<file path="config.mk">
export PLATFORM = sky130hd
export DESIGN_NAME = mode_desc_ctrl
export DESIGN_NICKNAME = d
export VERILOG_FILES = /design/src/rtl/mcd_pkg.sv /design/src/rtl/mcd_word_bank.sv /design/src/rtl/mcd_evt_decode.sv /design/src/rtl/mcd_rsp_ctrl.sv /design/src/rtl/mcd_irq_log.sv /design/src/rtl/mode_desc_ctrl.sv
export SDC_FILE = /design/constraint.sdc
export NUM_CORES = 1
export LEC_CHECK = 0
export ABC_CLOCK_PERIOD_IN_PS = 2200
export BUFFER_PORTS_ARGS = -buffer_cell sky130_fd_sc_hd__buf_2
export CAP_MARGIN = 20
export CORE_ASPECT_RATIO = 0.9
export CORE_MARGIN = 1.5
export CORE_UTILIZATION = 35
export DETAILED_ROUTE_END_ITERATION = 8
export GPL_ROUTABILITY_DRIVEN = 0
export GPL_TIMING_DRIVEN = 0
export PLACE_DENSITY = 0.61
export REMOVE_ABC_BUFFERS = 1
export SLEW_MARGIN = 20
export SYNTH_ARGS = -nofsm -noshare
export SYNTH_HDL_FRONTEND = slang
export SYNTH_HIERARCHICAL = 1
export SYNTH_SLANG_ARGS = --single-unit
</file>
<file path="constraint.sdc">
create_clock -name clk -period 2.2 [get_ports clk]
set_clock_uncertainty 0.2 [all_clocks]
set_input_delay 0.11 -clock clk [delete_from_list [all_inputs] [get_ports clk]]
set_output_delay 0.11 -clock clk [all_outputs]
set_load 0.05 [all_outputs]
</file>
<file path="src/rtl/mcd_pkg.sv">
package mcd_pkg;

   // Per mode code descriptor state: three host bits, two device bits
   typedef struct packed {
      logic acc_en;
      logic bc_en;
      logic busy_req;
      logic touched;
      logic ptr_b;
   } desc_t;

   // Interrupt cause of one completion
   typedef struct packed {
      logic bc_hit;
      logic acc_hit;
   } irq_kind_t;

endpackage

</file>
<file path="src/rtl/mcd_word_bank.sv">
module mcd_word_bank
   import mcd_pkg::*;
#(
   parameter int NUM_CODES = 32,
   localparam int CODE_W = $clog2(NUM_CODES)
) (
   input  logic                      clk,
   input  logic                      rst_n,
   input  logic                      soft_rst,
   input  logic                      host_wr,
   input  logic                      host_rd,
   input  logic [CODE_W-1:0]         host_addr,
   input  logic [2:0]                wr_fields,
   input  logic                      evt_touch,
   input  logic                      evt_flip,
   input  logic [CODE_W-1:0]         evt_code,
   output desc_t [NUM_CODES-1:0]     desc_q
);

   for (genvar g = 0; g < NUM_CODES; g++) begin : g_ent
      localparam logic [CODE_W-1:0] IDX = CODE_W'(g);
      desc_t ent_q;
      logic  hit_wr, hit_rd, hit_evt, hit_flip;

      assign hit_wr   = host_wr   && (host_addr == IDX);
      assign hit_rd   = host_rd   && (host_addr == IDX);
      assign hit_evt  = evt_touch && (evt_code  == IDX);
      assign hit_flip = evt_flip  && (evt_code  == IDX);

      always_ff @(posedge clk or negedge rst_n) begin
         if (!rst_n) begin
            ent_q <= '0;
         end else begin
            if (hit_wr) begin
               ent_q.acc_en   <= wr_fields[2];
               ent_q.bc_en    <= wr_fields[1];
               ent_q.busy_req <= wr_fields[0];
            end
            if (soft_rst) begin
               ent_q.touched <= 1'b0;
               ent_q.ptr_b   <= 1'b0;
            end else begin
               // completion set has priority over read clear
               if (hit_evt)
                  ent_q.touched <= 1'b1;
               else if (hit_rd)
                  ent_q.touched <= 1'b0;
               if (hit_flip)
                  ent_q.ptr_b <= ~ent_q.ptr_b;
            end
         end
      end

      assign desc_q[g] = ent_q;
   end

endmodule

</file>
<file path="src/rtl/mcd_evt_decode.sv">
module mcd_evt_decode
   import mcd_pkg::*;
(
   input  logic      done_stb,
   input  logic      done_bcast,
   input  logic      done_ok,
   input  logic      done_illegal,
   input  logic      done_busy,
   input  logic      sel_acc_en,
   input  logic      sel_bc_en,
   input  logic      gl_acc_ien,
   input  logic      gl_bc_ien,
   input  logic      cfg_bc_off,
   input  logic      cfg_hold,
   input  logic      cfg_pp,
   output logic      evt_touch,
   output logic      evt_flip,
   output irq_kind_t evt_kind
);

   logic recog;
   logic legal;
   logic clean;

   // broadcast commands are not recognised when broadcast is disabled
   assign recog = done_stb && !(done_bcast && cfg_bc_off);
   assign legal = recog && !done_illegal;
   // error-free, not busy, and not an illegal one that must be held
   assign clean = done_ok && !done_busy && !(cfg_hold && done_illegal);

   assign evt_touch        = recog;
   assign evt_flip         = recog && cfg_pp && clean;
   assign evt_kind.acc_hit = legal && sel_acc_en && gl_acc_ien;
   assign evt_kind.bc_hit  = legal && done_bcast && sel_bc_en && gl_bc_ien;

endmodule

</file>
<file path="src/rtl/mcd_rsp_ctrl.sv">
module mcd_rsp_ctrl #(
   parameter int CODE_W             = 5,
   parameter int RESET_CODE         = 8,
   parameter int DATA_CODE_MIN      = 16,
   parameter bit RESET_INHIBITS_ALL = 1'b1
) (
   input  logic [CODE_W-1:0] cmd_code,
   input  logic              sel_busy_req,
   input  logic              sel_ptr_b,
   input  logic              gl_busy,
   input  logic              cfg_pp,
   output logic              rsp_busy,
   output logic              mdata_sup,
   output logic              buf_b
);

   logic is_reset;
   logic is_data;

   assign is_reset = (cmd_code == CODE_W'(RESET_CODE));
   assign is_data  = (cmd_code >= CODE_W'(DATA_CODE_MIN));

   if (RESET_INHIBITS_ALL) begin : g_inhibit_all
      // reset mode code never replies Busy
      assign rsp_busy = (gl_busy || sel_busy_req) && !is_reset;
   end else begin : g_inhibit_own
      // reset mode code ignores only its own busy request
      assign rsp_busy = gl_busy || (sel_busy_req && !is_reset);
   end

   assign mdata_sup = rsp_busy && is_data;
   assign buf_b     = cfg_pp && sel_ptr_b;

endmodule

</file>
<file path="src/rtl/mcd_irq_log.sv">
module mcd_irq_log
   import mcd_pkg::*;
#(
   parameter int CODE_W = 5
) (
   input  logic              clk,
   input  logic              rst_n,
   input  irq_kind_t         evt_kind,
   input  logic [CODE_W-1:0] evt_code,
   output logic              log_vld,
   output logic [CODE_W-1:0] log_code,
   output logic [1:0]        log_kind
);

   logic fire;
   assign fire = evt_kind.acc_hit || evt_kind.bc_hit;

   always_ff @(posedge clk or negedge rst_n) begin
      if (!rst_n) begin
         log_vld  <= 1'b0;
         log_code <= '0;
         log_kind <= '0;
      end else begin
         log_vld <= fire;
         if (fire) begin
            log_code <= evt_code;
            log_kind <= evt_kind;
         end
      end
   end

endmodule

</file>
<file path="src/rtl/mode_desc_ctrl.sv">
module mode_desc_ctrl
   import mcd_pkg::*;
#(
   parameter int NUM_CODES          = 32,
   parameter int WORD_W             = 16,
   parameter int POS_ACC            = 14,
   parameter int POS_BC             = 13,
   parameter int POS_BUSY           = 12,
   parameter int POS_TOUCH          = 11,
   parameter int POS_PTR            = 10,
   parameter int RESET_CODE         = 8,
   parameter int DATA_CODE_MIN      = 16,
   parameter bit RESET_INHIBITS_ALL = 1'b1,
   localparam int CODE_W = $clog2(NUM_CODES)
) (
   input  logic              clk,
   input  logic              rst_n,
   input  logic              soft_rst,
   input  logic [CODE_W-1:0] cmd_code,
   output logic              rsp_busy,
   output logic              mdata_sup,
   output logic              buf_b,
   input  logic              done_stb,
   input  logic [CODE_W-1:0] done_code,
   input  logic              done_bcast,
   input  logic              done_ok,
   input  logic              done_illegal,
   input  logic              done_busy,
   input  logic              gl_acc_ien,
   input  logic              gl_bc_ien,
   input  logic              gl_busy,
   input  logic              cfg_bc_off,
   input  logic              cfg_hold,
   input  logic              cfg_pp,
   input  logic              host_rd,
   input  logic              host_wr,
   input  logic [CODE_W-1:0] host_addr,
   input  logic [WORD_W-1:0] host_wdata,
   output logic [WORD_W-1:0] host_rdata,
   output logic              irq,
   output logic              log_vld,
   output logic [CODE_W-1:0] log_code,
   output logic [1:0]        log_kind
);

   // elaboration-time parameter checks
   if ((NUM_CODES < 2) || ((NUM_CODES & (NUM_CODES - 1)) != 0)) begin : g_bad_codes
      $error("NUM_CODES must be a power of two of at least 2");
   end
   if ((POS_ACC >= WORD_W) || (POS_BC >= WORD_W) || (POS_BUSY >= WORD_W) ||
       (POS_TOUCH >= WORD_W) || (POS_PTR >= WORD_W)) begin : g_bad_pos
      $error("field position outside the word");
   end
   if ((RESET_CODE >= NUM_CODES) || (DATA_CODE_MIN >= NUM_CODES)) begin : g_bad_mc
      $error("mode code parameter outside the code range");
   end

   desc_t [NUM_CODES-1:0] desc_q;
   desc_t                 done_d, cmd_d, host_d;
   logic  [2:0]           wr_fields;
   logic                  evt_touch, evt_flip;
   irq_kind_t             evt_kind;

   assign wr_fields = {host_wdata[POS_ACC], host_wdata[POS_BC], host_wdata[POS_BUSY]};
   assign done_d    = desc_q[done_code];
   assign cmd_d     = desc_q[cmd_code];
   assign host_d    = desc_q[host_addr];

   mcd_word_bank #(
      .NUM_CODES (NUM_CODES)
   ) bank_i (
      .clk       (clk),
      .rst_n     (rst_n),
      .soft_rst  (soft_rst),
      .host_wr   (host_wr),
      .host_rd   (host_rd),
      .host_addr (host_addr),
      .wr_fields (wr_fields),
      .evt_touch (evt_touch),
      .evt_flip  (evt_flip),
      .evt_code  (done_code),
      .desc_q    (desc_q)
   );

   mcd_evt_decode dec_i (
      .done_stb     (done_stb),
      .done_bcast   (done_bcast),
      .done_ok      (done_ok),
      .done_illegal (done_illegal),
      .done_busy    (done_busy),
      .sel_acc_en   (done_d.acc_en),
      .sel_bc_en    (done_d.bc_en),
      .gl_acc_ien   (gl_acc_ien),
      .gl_bc_ien    (gl_bc_ien),
      .cfg_bc_off   (cfg_bc_off),
      .cfg_hold     (cfg_hold),
      .cfg_pp       (cfg_pp),
      .evt_touch    (evt_touch),
      .evt_flip     (evt_flip),
      .evt_kind     (evt_kind)
   );

   mcd_rsp_ctrl #(
      .CODE_W             (CODE_W),
      .RESET_CODE         (RESET_CODE),
      .DATA_CODE_MIN      (DATA_CODE_MIN),
      .RESET_INHIBITS_ALL (RESET_INHIBITS_ALL)
   ) rsp_i (
      .cmd_code     (cmd_code),
      .sel_busy_req (cmd_d.busy_req),
      .sel_ptr_b    (cmd_d.ptr_b),
      .gl_busy      (gl_busy),
      .cfg_pp       (cfg_pp),
      .rsp_busy     (rsp_busy),
      .mdata_sup    (mdata_sup),
      .buf_b        (buf_b)
   );

   mcd_irq_log #(
      .CODE_W (CODE_W)
   ) log_i (
      .clk      (clk),
      .rst_n    (rst_n),
      .evt_kind (evt_kind),
      .evt_code (done_code),
      .log_vld  (log_vld),
      .log_code (log_code),
      .log_kind (log_kind)
   );

   assign irq = log_vld;

   always_comb begin
      host_rdata            = '0;
      host_rdata[POS_ACC]   = host_d.acc_en;
      host_rdata[POS_BC]    = host_d.bc_en;
      host_rdata[POS_BUSY]  = host_d.busy_req;
      host_rdata[POS_TOUCH] = host_d.touched;
      host_rdata[POS_PTR]   = host_d.ptr_b;
   end

endmodule

</file>
Yosys cells after proc, flatten, opt, wreduce, memory -nomap -nowiden:

Cells that the tools add are included.

* equality and inequality tests: 63
* reduce and logical (&&, ||, !) cells: 217
* order comparisons: 4
* muxes and demuxes: 134
* bitwise operators: 32

Operators with widths (number)
* $eq A5 B5 Y1 const B: 32
* $logic_and A1 B1 Y1: 144
* $mux W1: 96
* $reduce_bool A3 Y1: 32
* $eq A5 B4 Y1 const B: 17
* $bmux W5 S5: 3
* $mux W2: 32
* $reduce_bool A2 Y1: 32
* $eq A5 B3 Y1 const B: 8
* $not A1 Y1: 32
* $eq A5 B2 Y1 const B: 4
* $lt A5 B6 Y1 const B: 3
* $eq A5 B1 Y1 const B: 2
* $logic_not A5 Y1: 2
* $mux W5: 2
* $ge A5 B5 Y1 const B: 1
* $logic_not A1 Y1: 5
* $mux W3: 1
* $logic_or A1 B1 Y1: 2

* output and inout bits: 28
* input bits: 47
* flip-flop bits (word level): 168
* logic and storage cells: 613

Depth between registers and ports, before layout:

* depth in word-level cells: 8
* gate-level depth with buffers: 11
* mapped depth without buffers: 9

Hierarchy:

Netlist, hierarchy kept.

Modules (own cells, without submodules)
* mcd_word_bank: cells each 568, times used 1, area each 6775.2 µm²
* mode_desc_ctrl: cells each 223, times used 1, area each 2483.6 µm²
* mcd_irq_log: cells each 19, times used 1, area each 292.8 µm²
* mcd_evt_decode: cells each 8, times used 1, area each 52.6 µm²
* mcd_rsp_ctrl: cells each 4, times used 1, area each 32.5 µm²

Worst setup path after synthesis:

OpenSTA, ideal clock, no wires.

* kind: in2reg
* from: input done_code[1]
* to: register log_i.log_code[0]
* path slack: -223 ps
* cell stages on the path: 11
* arrival time: 2099 ps
* buffers on the path: 3
* library setup time: 125 ps
* path through: clkbuf_1 > buf_2 > buf_2 > mux2i_1 > a22oi_1 > nand4b_1 > o311ai_1 > nand3_1 > nor3_1 > nor2_4 > mux2_2

RTL lines
* start, declared: RTL line mode_desc_ctrl.sv:24 `input logic [CODE_W-1:0] done_code,`
* end signal, assigned: RTL line mcd_irq_log.sv:26 `log_code <= evt_code;`
* end, declared: RTL line mcd_irq_log.sv:11 `output logic [CODE_W-1:0] log_code,`

Worst setup path after layout:

* from: register bank_i.g_ent[23].ent_q (netlist bit bank_i/desc_q[118])
* to: output host_rdata[13]

* word-level cells in the longest chain between the ends: 2

RTL lines
* start, declared: RTL line mcd_word_bank.sv:22 `desc_t ent_q;`
* $bmux W5 S5: RTL line mode_desc_ctrl.sv:67 `assign host_d = desc_q[host_addr];`
* $mux W5 (implied by the code): RTL line mode_desc_ctrl.sv:67
* end, declared: RTL line mode_desc_ctrl.sv:39 `output logic [WORD_W-1:0] host_rdata,`

Every way passes these cells. The select of a mux whose other input is x is not followed.

==> impl_metrics.py <==
metrics = {
    "run_status": {
        "status": "complete, but fails checks",
        "violations": "negative setup slack",
    },
    "routing": {
        "via_per_inst": 5.82,
        "routed_wl_um": 26500,
        "drt-initial-drc-count": 507,
        "vias": 7176,
        "wl_per_cell_um": 21.5,
        "postRouteAntennaNets": 0,
        "drc": 0,
        "drt-pass1-iter-count": 5,
    },
    "cts": {
        "cts_buffer_depth": 2,
        "h-tree-depth": 4,
        "clock-sinks": 168,
        "cts_made_buffers": 17,
        "cts_tree": "done",
        "cts-root-buf": "clkbuf_16",
        "insertion_delay_ns": 0.43,
        "cts.clk_slew.worst_paths_ns": 0.07,
    },
    "layout": {
        "multi_input_comb_area_um2": 5310,
        "final_util": 0.418,
        "syn2layout_area_growth_pct": 17.3,
        "n_fill_cell": 2524,
        "antenna_cells": 0,
        "fin_nets": 913,
        "seq_area_um2": 4200,
        "drive_above_1_share": 0.344,
    },
    "yosys": {
        "synthCells": 822,
        "synth_simple_gate_area_frac": 0.115,
        "syn_area_um2": 9640,
        "synthMuxAreaShare": 0.307,
        "synth_xor_area_frac": 0,
        "syn_area_per_cell_um2": 11.7,
        "synth-compound-area-share": 0.102,
        "yosysTopAreaCell": "dfrtp_1",
        "synth_seq_cells": 168,
        "synth_commonest_cells": "dfrtp_1, mux2_2, a21oi_1",
        "ys_seq_area_frac": 0.436,
        "synth_top_cell_area_share": 0.436,
        "synth-edff-count": 0,
        "synth_top_family_by_area": "multiplexers",
        "ys_warn_count": 6,
        "ys_types": 45,
        "synth_fa_ha_area_frac": 0,
        "async_flop_share": 1.00,
        "synth.most_common_cell": "dfrtp_1",
        "yosys-top-cells-area": "dfrtp_1, mux2_2, mux4_2",
        "synthFlopType": "dfrtp_1",
    },
    "sta": {
        "max-slew-margin-rel": 0.425,
        "rsz0062_at_grt": "true",
        "worst_pin_slew_ns": 0.862,
        "post-route-worst-setup-slack_ns": -0.398,
        "drv_slew": 0,
        "finalCritPeriodShare": 1.18,
        "hold_viol": 0,
        "max_freq_mhz": 385,
        "setup_viol": 14,
        "fin_crit_ns": 2.60,
        "whs_ns": 0.0262,
    },
    "grt": {
        "grt_pass1_wl_um": 41600,
        "grt_antenna_before_repair": 0,
        "grt_remaining_overflow": 0,
        "grt_usage": 0.191,
        "grt_pass1_vias": 7159,
        "grt_max_degree": 91,
    },
    "floorplan": {
        "die_area_um2": 28500,
        "die_w_um": 178,
        "die_h_um": 160,
        "core_um2": 27000,
        "num_rows": 57,
        "start_util": 0.357,
        "io_pins": 75,
    },
    "setup_path": {
        "critPathLaunchType": "flip-flop",
        "arrival_ns": 2.29,
        "crit_top_cell": "mux4_2",
        "rrSetupSlack_ns": -0.22,
        "cpPeakStageDelay_ns": 0.50,
        "end_kind": "primary output",
        "crit_slowest_cell": "mux4_2",
        "path_max_fanout": 3,
        "critical_path_class": "flip-flop to primary output",
        "critPathTopFamily": "multiplexers",
        "path_buf_inv": 1,
        "crit_chain": "mux4_2, mux4_2, mux2_4, buf_6",
        "worstPathRequired_ns": 1.89,
    },
    "placed_design": {
        "dp_hpwl_um": 16300,
        "port-buffer-count": 50,
    },
    "job": {
        "maxCapViolCount": 0,
    },
    "min_path": {
        "hold_path_class": "primary input to async pin",
    },
    "pwr": {
        "vdd_drop_max_mv": 0.502,
        "total_power_mw": 8.98,
        "p_leak_nw": 4.74,
        "cellPowerDensity_nw_per_um2": 794,
    },
}
==> routing by layer <==
metal | vias up | wire length (µm) | track usage
met5 | - | 0 | 0
met4 | 0 | 406 | 0.0405
met3 | 29 | 1690 | 0.0455
met2 | 240 | 12300 | 0.292
met1 | 3719 | 12100 | 0.274
li1 | 3188 | - | -
==> cell type report <==
| type | count | share of cell area |
|---|---|---|
| Clock buffer | 21 | 0.0416 |
| Sequential cell | 168 | 0.372 |
| Multi-Input combinational cell | 587 | 0.470 |
| Tap cell | 354 | 0.0392 |
| Clock inverter | 11 | 0.0128 |
| Inverter | 4 | 0.00133 |
| Timing Repair Buffer | 88 | 0.0636 |
==> cells in the final DEF (no fill, tap or decap), drive strengths merged, types with 4 or more instances in the layout <==
master,count
nand2b,6
a31oi,4
or3,32
nand3,13
inv,5
nand4bb,6
dlygate4sd3,9
nor2b,10
and4b,7
a21oi,68
nor3,6
clkbuf,21
mux2i,64
and4bb,6
mux4,50
conb,11
nand4b,13
dfrtp,168
o311ai,4
buf,79
mux2,106
a22oi,28
nor2,18
o21ai,65
nand2,50
clkinv,4
==> per-stage QoR <==
step / setup TNS, ns / cell area [µm²] / cells / worst slack, ns
after global routing: -4.34 / 11300 / 1233 / -0.451
after floorplan: 0 / 9310 / 759 / 0.221
after CTS: -3.90 / 11200 / 1230 / -0.406
after global placement: -422.37 / 10000 / 1163 / -1.92
after detailed placement: -18.24 / 10100 / 1165 / -1.41
final: -3.47 / 11300 / 1233 / -0.398
==> path summary, 6_finish.rpt <==
kind,from,to,depth (start not counted)
worst max-delay path,bank_i/desc_q[118]$_DFFE_PN0P_,host_rdata[13],4
worst min-delay path,rst_n,bank_i/desc_q[144]$_DFFE_PN0P_,2
worst max register to register,bank_i/desc_q[44]$_DFFE_PN0P_,log_i/log_code[4]$_DFFE_PN0P_,11
worst min register to register,log_i/log_kind[0]$_DFFE_PN0P_,log_i/log_kind[0]$_DFFE_PN0P_,1
max in group asynchronous,rst_n,bank_i/desc_q[40]$_DFFE_PN0P_,3
min in group clk,soft_rst,bank_i/desc_q[0]$_DFFE_PN0P_,2
==> where the power goes <==
group	total (mW)	leakage (nW)	switching, mW	internal [mW]
Clock	3.15	0.295	1.27	1.88
Combinational	2.07	2.23	1.11	0.964
Sequential	3.76	2.22	0.267	3.49
Total	8.98	4.74	2.65	6.33
==> timing repair <==
action | in CTS | in global routing
hold endpoints to repair | 89 | 0
setup buffers | 24 | 4
setup endpoints to repair | 16 | 16
pin swaps | 10 | 10
hold buffers | 9 | 0
gates resized for setup | 55 | 16
==> state kept, by name (all words and copies together) (netlist names) <==
register and flops:
log_i/log_code 5, log_i/log_vld 1, bank_i/desc_q 160, log_i/log_kind 2
==> kinds of logic (layout without fill, tap and decap cells) <==
kind of cell    Yosys count  after routing
compound gates          174            174
buf+inv                  77            124
simple gates            182            182
other cells               1             11
flops                   168            168
mux                     220            220
Note: power is estimated with default switching activity, not from simulation.
